--- src/rtl/gpio_hk_pkg.sv ---
package gpio_hk_pkg;

  typedef enum logic [3:0] {
    SEL_DIR   = 4'd0,
    SEL_RISE  = 4'd1,
    SEL_FALL  = 4'd2,
    SEL_IEN   = 4'd3,
    SEL_PUP   = 4'd4,
    SEL_PDN   = 4'd5,
    SEL_AFLO  = 4'd6,
    SEL_AFHI  = 4'd7,
    SEL_DET   = 4'd8,
    SEL_STAT  = 4'd9,
    SEL_LEVEL = 4'd10
  } hk_sel_e;

  // One pin: does the transition prev->now count as an enabled edge?
  function automatic logic edge_hit(input logic now, input logic prev,
                                    input logic rise_en, input logic fall_en,
                                    input logic eligible);
    logic up, down;
    up   = now & ~prev;
    down = ~now & prev;
    return eligible & ((rise_en & up) | (fall_en & down));
  endfunction

  // Sticky bit update: set has priority over a write-1 clear.
  function automatic logic sticky_next(input logic cur, input logic clr,
                                       input logic set);
    return set | (cur & ~clr);
  endfunction

endpackage

--- src/rtl/gpio_hk_sync.sv ---
module gpio_hk_sync #(
  parameter int W      = 24,
  parameter int STAGES = 2
) (
  input  logic         clk,
  input  logic         rst_n,
  input  logic [W-1:0] d,
  output logic [W-1:0] q
);
  logic [W-1:0] stg [STAGES];

  always_ff @(posedge clk or negedge rst_n) begin
    if (!rst_n) stg[0] <= '0;
    else        stg[0] <= d;
  end

  for (genvar s = 1; s < STAGES; s++) begin : g_stage
    always_ff @(posedge clk or negedge rst_n) begin
      if (!rst_n) stg[s] <= '0;
      else        stg[s] <= stg[s-1];
    end
  end

  assign q = stg[STAGES-1];
endmodule

--- src/rtl/gpio_hk_edge.sv ---
module gpio_hk_edge
  import gpio_hk_pkg::*;
#(
  parameter int W = 24
) (
  input  logic         clk,
  input  logic         rst_n,
  input  logic [W-1:0] level,
  input  logic [W-1:0] rise_en,
  input  logic [W-1:0] fall_en,
  input  logic [W-1:0] eligible,
  output logic [W-1:0] hit
);
  logic [W-1:0] prev_q;

  always_ff @(posedge clk or negedge rst_n) begin
    if (!rst_n) prev_q <= '0;
    else        prev_q <= level;
  end

  for (genvar i = 0; i < W; i++) begin : g_pin
    assign hit[i] = edge_hit(level[i], prev_q[i], rise_en[i], fall_en[i],
                             eligible[i]);
  end
endmodule

--- src/rtl/gpio_hk_cfg.sv ---
module gpio_hk_cfg
  import gpio_hk_pkg::*;
#(
  parameter int W = 24
) (
  input  logic         clk,
  input  logic         rst_n,
  input  logic         wr_en,
  input  hk_sel_e      wr_sel,
  input  logic [W-1:0] wr_data,
  output logic [W-1:0] dir_q,
  output logic [W-1:0] rise_q,
  output logic [W-1:0] fall_q,
  output logic [W-1:0] ien_q,
  output logic [W-1:0] pup_q,
  output logic [W-1:0] pdn_q,
  output logic [W-1:0] af_lo_q,
  output logic [W-1:0] af_hi_q
);
  always_ff @(posedge clk or negedge rst_n) begin
    if (!rst_n) begin
      dir_q   <= '0;
      rise_q  <= '0;
      fall_q  <= '0;
      ien_q   <= '0;
      pup_q   <= '0;
      pdn_q   <= '0;
      af_lo_q <= '0;
      af_hi_q <= '0;
    end else if (wr_en) begin
      case (wr_sel)
        SEL_DIR:  dir_q   <= wr_data;
        SEL_RISE: rise_q  <= wr_data;
        SEL_FALL: fall_q  <= wr_data;
        SEL_IEN:  ien_q   <= wr_data;
        SEL_PUP:  pup_q   <= wr_data;
        SEL_PDN:  pdn_q   <= wr_data;
        SEL_AFLO: af_lo_q <= wr_data;
        SEL_AFHI: af_hi_q <= wr_data;
        default: ;
      endcase
    end
  end
endmodule

--- src/rtl/gpio_hk_latch.sv ---
module gpio_hk_latch
  import gpio_hk_pkg::*;
#(
  parameter int W = 24
) (
  input  logic         clk,
  input  logic         rst_n,
  input  logic [W-1:0] hit,
  input  logic [W-1:0] clr_det,
  input  logic [W-1:0] clr_stat,
  output logic [W-1:0] det_q,
  output logic [W-1:0] stat_q
);
  logic [W-1:0] det_d, stat_d;

  for (genvar i = 0; i < W; i++) begin : g_bit
    assign det_d[i]  = sticky_next(det_q[i],  clr_det[i],  hit[i]);
    assign stat_d[i] = sticky_next(stat_q[i], clr_stat[i], hit[i]);
  end

  always_ff @(posedge clk or negedge rst_n) begin
    if (!rst_n) begin
      det_q  <= '0;
      stat_q <= '0;
    end else begin
      det_q  <= det_d;
      stat_q <= stat_d;
    end
  end
endmodule

--- src/rtl/gpio_hotkey_bank.sv ---
module gpio_hotkey_bank
  import gpio_hk_pkg::*;
#(
  parameter int NPINS       = 24,
  parameter int SYNC_STAGES = 2
) (
  input  logic             clk,
  input  logic             rst_n,
  input  logic [NPINS-1:0] pin_in,
  input  logic             wr_en,
  input  logic [3:0]       wr_addr,
  input  logic [NPINS-1:0] wr_data,
  input  logic [3:0]       rd_addr,
  output logic [NPINS-1:0] rd_data,
  output logic             wake_req
);
  hk_sel_e wr_sel, rd_sel;
  assign wr_sel = hk_sel_e'(wr_addr);
  assign rd_sel = hk_sel_e'(rd_addr);

  logic [NPINS-1:0] dir_q, rise_q, fall_q, ien_q, pup_q, pdn_q;
  logic [NPINS-1:0] af_lo_q, af_hi_q;
  logic [NPINS-1:0] level_s, eligible, hit_vec;
  logic [NPINS-1:0] clr_det, clr_stat, det_q, stat_q, pending;

  gpio_hk_cfg #(.W(NPINS)) u_cfg (
    .clk(clk), .rst_n(rst_n), .wr_en(wr_en), .wr_sel(wr_sel),
    .wr_data(wr_data), .dir_q(dir_q), .rise_q(rise_q), .fall_q(fall_q),
    .ien_q(ien_q), .pup_q(pup_q), .pdn_q(pdn_q), .af_lo_q(af_lo_q),
    .af_hi_q(af_hi_q)
  );

  gpio_hk_sync #(.W(NPINS), .STAGES(SYNC_STAGES)) u_sync (
    .clk(clk), .rst_n(rst_n), .d(pin_in), .q(level_s)
  );

  // Only inputs in primary function take part in detection.
  assign eligible = ~dir_q & ~af_lo_q & ~af_hi_q;

  gpio_hk_edge #(.W(NPINS)) u_edge (
    .clk(clk), .rst_n(rst_n), .level(level_s), .rise_en(rise_q),
    .fall_en(fall_q), .eligible(eligible), .hit(hit_vec)
  );

  assign clr_det  = (wr_en && wr_sel == SEL_DET)  ? wr_data : '0;
  assign clr_stat = (wr_en && wr_sel == SEL_STAT) ? wr_data : '0;

  gpio_hk_latch #(.W(NPINS)) u_latch (
    .clk(clk), .rst_n(rst_n), .hit(hit_vec), .clr_det(clr_det),
    .clr_stat(clr_stat), .det_q(det_q), .stat_q(stat_q)
  );

  assign pending  = stat_q & ien_q;
  assign wake_req = |pending;

  always_comb begin
    case (rd_sel)
      SEL_DIR:   rd_data = dir_q;
      SEL_RISE:  rd_data = rise_q;
      SEL_FALL:  rd_data = fall_q;
      SEL_IEN:   rd_data = ien_q;
      SEL_PUP:   rd_data = pup_q;
      SEL_PDN:   rd_data = pdn_q;
      SEL_AFLO:  rd_data = af_lo_q;
      SEL_AFHI:  rd_data = af_hi_q;
      SEL_DET:   rd_data = det_q;
      SEL_STAT:  rd_data = stat_q;
      SEL_LEVEL: rd_data = level_s;
      default:   rd_data = '0;
    endcase
  end
endmodule

--- config.mk ---
export PLATFORM = sky130hd
export DESIGN_NAME = gpio_hotkey_bank
export DESIGN_NICKNAME = d
export VERILOG_FILES = /design/src/rtl/gpio_hk_pkg.sv /design/src/rtl/gpio_hk_sync.sv /design/src/rtl/gpio_hk_edge.sv /design/src/rtl/gpio_hk_cfg.sv /design/src/rtl/gpio_hk_latch.sv /design/src/rtl/gpio_hotkey_bank.sv
export SDC_FILE = /design/constraint.sdc
export NUM_CORES = 1
export LEC_CHECK = 0
export ABC_AREA = 1
export ABC_CLOCK_PERIOD_IN_PS = 1800
export BUFFER_PORTS_ARGS = -buffer_cell sky130_fd_sc_hd__buf_2
export CAP_MARGIN = 5
export CORE_MARGIN = 1
export CORE_UTILIZATION = 55
export DETAILED_ROUTE_END_ITERATION = 7
export MAX_ROUTING_LAYER = met4
export PLACE_DENSITY = 0.76
export SLEW_MARGIN = 20
export SYNTH_ARGS = -nofsm -noshare
export SYNTH_HDL_FRONTEND = slang
export SYNTH_SLANG_ARGS = --single-unit
--- constraint.sdc ---
create_clock -name clk -period 1.8 [get_ports clk]
set_clock_uncertainty 0.05 [all_clocks]
set_input_delay 0.54 -clock clk [delete_from_list [all_inputs] [get_ports clk]]
set_output_delay 0.54 -clock clk [all_outputs]
set_load 0.03 [all_outputs]
==> impl_metrics.yaml <==
finish:
  multiInputGateArea_mm2: 0.00560
  layout-drive-gt1-share: 0.196
  fillerInstances: 1740
  stdcell_count: 2122
  finalInstanceArea_mm2: 0.0175
  seqCellArea_mm2: 0.00781
  nets: 1835
  num_antenna_cells: 0
  areaGrowthSynthToFinish_pct: 27.8
placed_design:
  detailed_place.area_mm2: 0.0154
  gp_congestion: 0.832
  io_buffers: 83
  placed_cells: 2037
  dpl.hpwl_um: 22700
  pre_cts_slack_ps: -641
min_path:
  whs_endpoint: "u_sync.stg[33]"
  min_path_type: "primary input to flip-flop"
  worstHoldPathCells: 1
  hp-start: "pin_in[9]"
worst_setup_path:
  worstPathArrival_ps: 1760
  regToRegStartpoint: "u_sync.q[14]"
  crit_type: "primary input to primary output"
  worst-path-max-fanout: 6
  rr_endpoint: "u_latch.stat_q[14]"
  r2r_setup_slack_ps: 700
  timing.critical_path.from: "rd_addr[0]"
  crit_path_end_kind: "primary output"
  worst_ep_required_time_ps: 1210
  cp-start-kind: "primary input"
  r2r_cells: 3
timing:
  rsz0062_at_grt: "yes"
  finalMaxSlewViolations: 0
  finalSetupViolCount: 25
  slew_headroom: 0.672
  hold_slack_ps: 73.9
  finalSetupTns_ps: -12510
  finalCriticalPeriod_ps: 2350
  finalHoldViolCount: 0
  period_share: 1.31
  fin_ws_ps: -552
  fmax_ghz: 0.425
  tightest_slew_ps: 493
die:
  fp-row-count: 57
  fp.dieH_um: 160
  initial_core_util: 0.562
  die_area_mm2: 0.0255
  ios: 84
  fp.coreArea_mm2: 0.0243
  die_w_um: 160
run_status:
  violations: "setup timing"
  outcome: "finished, violations left"
synthesis:
  synth_area_per_cell_um2: 8.30
  synth_area_mm2: 0.0137
  synth_cell_types: 19
  syn_inst: 1646
  synth_fp_nets: 1705
  yosysTopAreaCellShare: 0.571
  synth-warning-count: 0
  yosysTopAreaCell: "dfrtp_1"
  ys_seq_area_frac: 0.571
  synth-seq-cells: 312
  synth_area_leaders: "dfrtp_1 (57%), nand2_1 (14%), nand3_1 (9.2%), o21ai_0 (9.1%), nor2_1 (3.4%)"
grt:
  gr-total-overflow: 0
  grt_use_total: 0.337
  grt_start_max_net_pins: 49
  grt_pass1_vias: 12400
  grt_pass1_wl_um: 65300
  grt_antenna_before_repair: 0
flow_run:
  maxCapViolCount: 0
detailed_routing:
  drc: 0
  dr.pass1.iters: 6
  drt_iter0_markers: 1498
  post_drt_wl_per_cell_um: 19.8
  wirelength_um: 41900
  ant_nets: 0
  num_vias: 12600
  vias_per_cell: 5.92
clocking:
  clock_latency_ps: 520
  numCtsBuffers: 34
  htree_levels: 2
  cts_root_buffer: "clkbuf_16"
  clockBufferDepth: 3
  path_clk_slew_ps: 60
  cts_sinks: 312
  cts_tree: "built"
power_and_ir_drop:
  cellLeakagePower_uw: 0.00853
  ir_worst_vdd_uv: 1030
  power_density_mw_per_mm2: 1140
worst max-delay path, cell delays in order:
cell and delay, ps:
buf_12 110, buf_6 110, nor2_4 160, buf_6 170, buf_12 120, buf_16 120, nand3_2 70, nand2_1 60
nor2_1 50, nand3_2 100, buf_6 140
cells in the mapped netlist, drive strengths merged:
cell type and count:
inv 80, o31ai 2, buf 62, nor3 25, clkbuf 26, nand3 252
nor2 131, o21ai 248, dfrtp 312, nand3b 2, a21oi 1, nand4 2
nand2 496, o211ai 7
cell type report:
cell class,instances,share of cell area
Clock buffer,42,0.0558
Clock inverter,16,0.0111
Tap cell,324,0.0232
Inverter,80,0.0190
Sequential cell,312,0.447
Multi-Input combinational cell,1166,0.320
Timing Repair Buffer,182,0.124
metrics by stage:
step | util | power [uW]
after floorplan | - | 11000
after global placement | 0.632 | 12000
after detailed placement | 0.632 | 12200
after CTS | 0.708 | 19700
after global routing | 0.719 | 20800
final | 0.719 | 19900
cells in the final DEF, fill, tap and decap left out:
| cell | count |
|---|---|
| a21oi_1 | 1 |
| buf_12 | 40 |
| buf_16 | 10 |
| buf_2 | 53 |
| buf_4 | 41 |
| buf_6 | 27 |
| buf_8 | 5 |
| bufinv_16 | 4 |
| clkbuf_1 | 2 |
| clkbuf_16 | 42 |
| clkbuf_8 | 3 |
| clkinv_2 | 7 |
| clkinv_4 | 1 |
| clkinvlp_4 | 4 |
| dfrtp_1 | 312 |
| dlygate4sd3_1 | 1 |
| inv_1 | 75 |
| inv_12 | 1 |
| inv_2 | 1 |
| inv_6 | 1 |
| inv_8 | 2 |
| nand2_1 | 482 |
| nand2_2 | 12 |
| nand2_4 | 1 |
| nand2_8 | 1 |
| nand3_1 | 186 |
| nand3_2 | 65 |
| nand3_4 | 1 |
| nand3b_1 | 2 |
| nand4_1 | 2 |
| nor2_1 | 101 |
| nor2_2 | 20 |
| nor2_4 | 10 |
| nor3_1 | 25 |
| o211ai_1 | 7 |
| o21ai_0 | 248 |
| o31ai_1 | 2 |
how the worst max path moves through the flow:
stage	endpoint	slack [ps]
3_5_place_dp	rd_data[16]	-640
5_1_grt	wake_req	-590
6_report	rd_data[16]	-550
3_3_place_gp	rd_data[16]	-640
2_1_floorplan	rd_data[7]	-60
4_1_cts	rd_data[16]	-520
cells by family after synthesis:
family	Yosys count	synth area share
compound gates	258	0.0961
buf+inv	168	0.0553
flops	312	0.571
simple gates	908	0.277
power breakdown:
group	switching (uW)	internal (uW)	leakage, uW
logic	1990	1380	0.00421
clock network	2890	4420	0.000568
registers	950	8270	0.00375
total	5830	14100	0.00853
routing by layer:
metal | global-route usage | wire length, um | share of wire
met2 | 0.535 | 20100 | 0.48
met4 | 0.145 | 1790 | 0.043
met1 | 0.434 | 16200 | 0.39
met5 | - | 0 | 0
met3 | 0.0522 | 3810 | 0.091
repair_timing:
item | CTS | global route
gates resized for setup | 100 | 36
cloned | 10 | 5
pin swaps | 28 | 29
buffers inserted | 9 | 3
hold buffers | 1 | 0
setup endpoints to repair | 25 | 25
endpoints found under the hold margin | 32 | 0
Note: power is estimated with default switching activity, not from simulation.
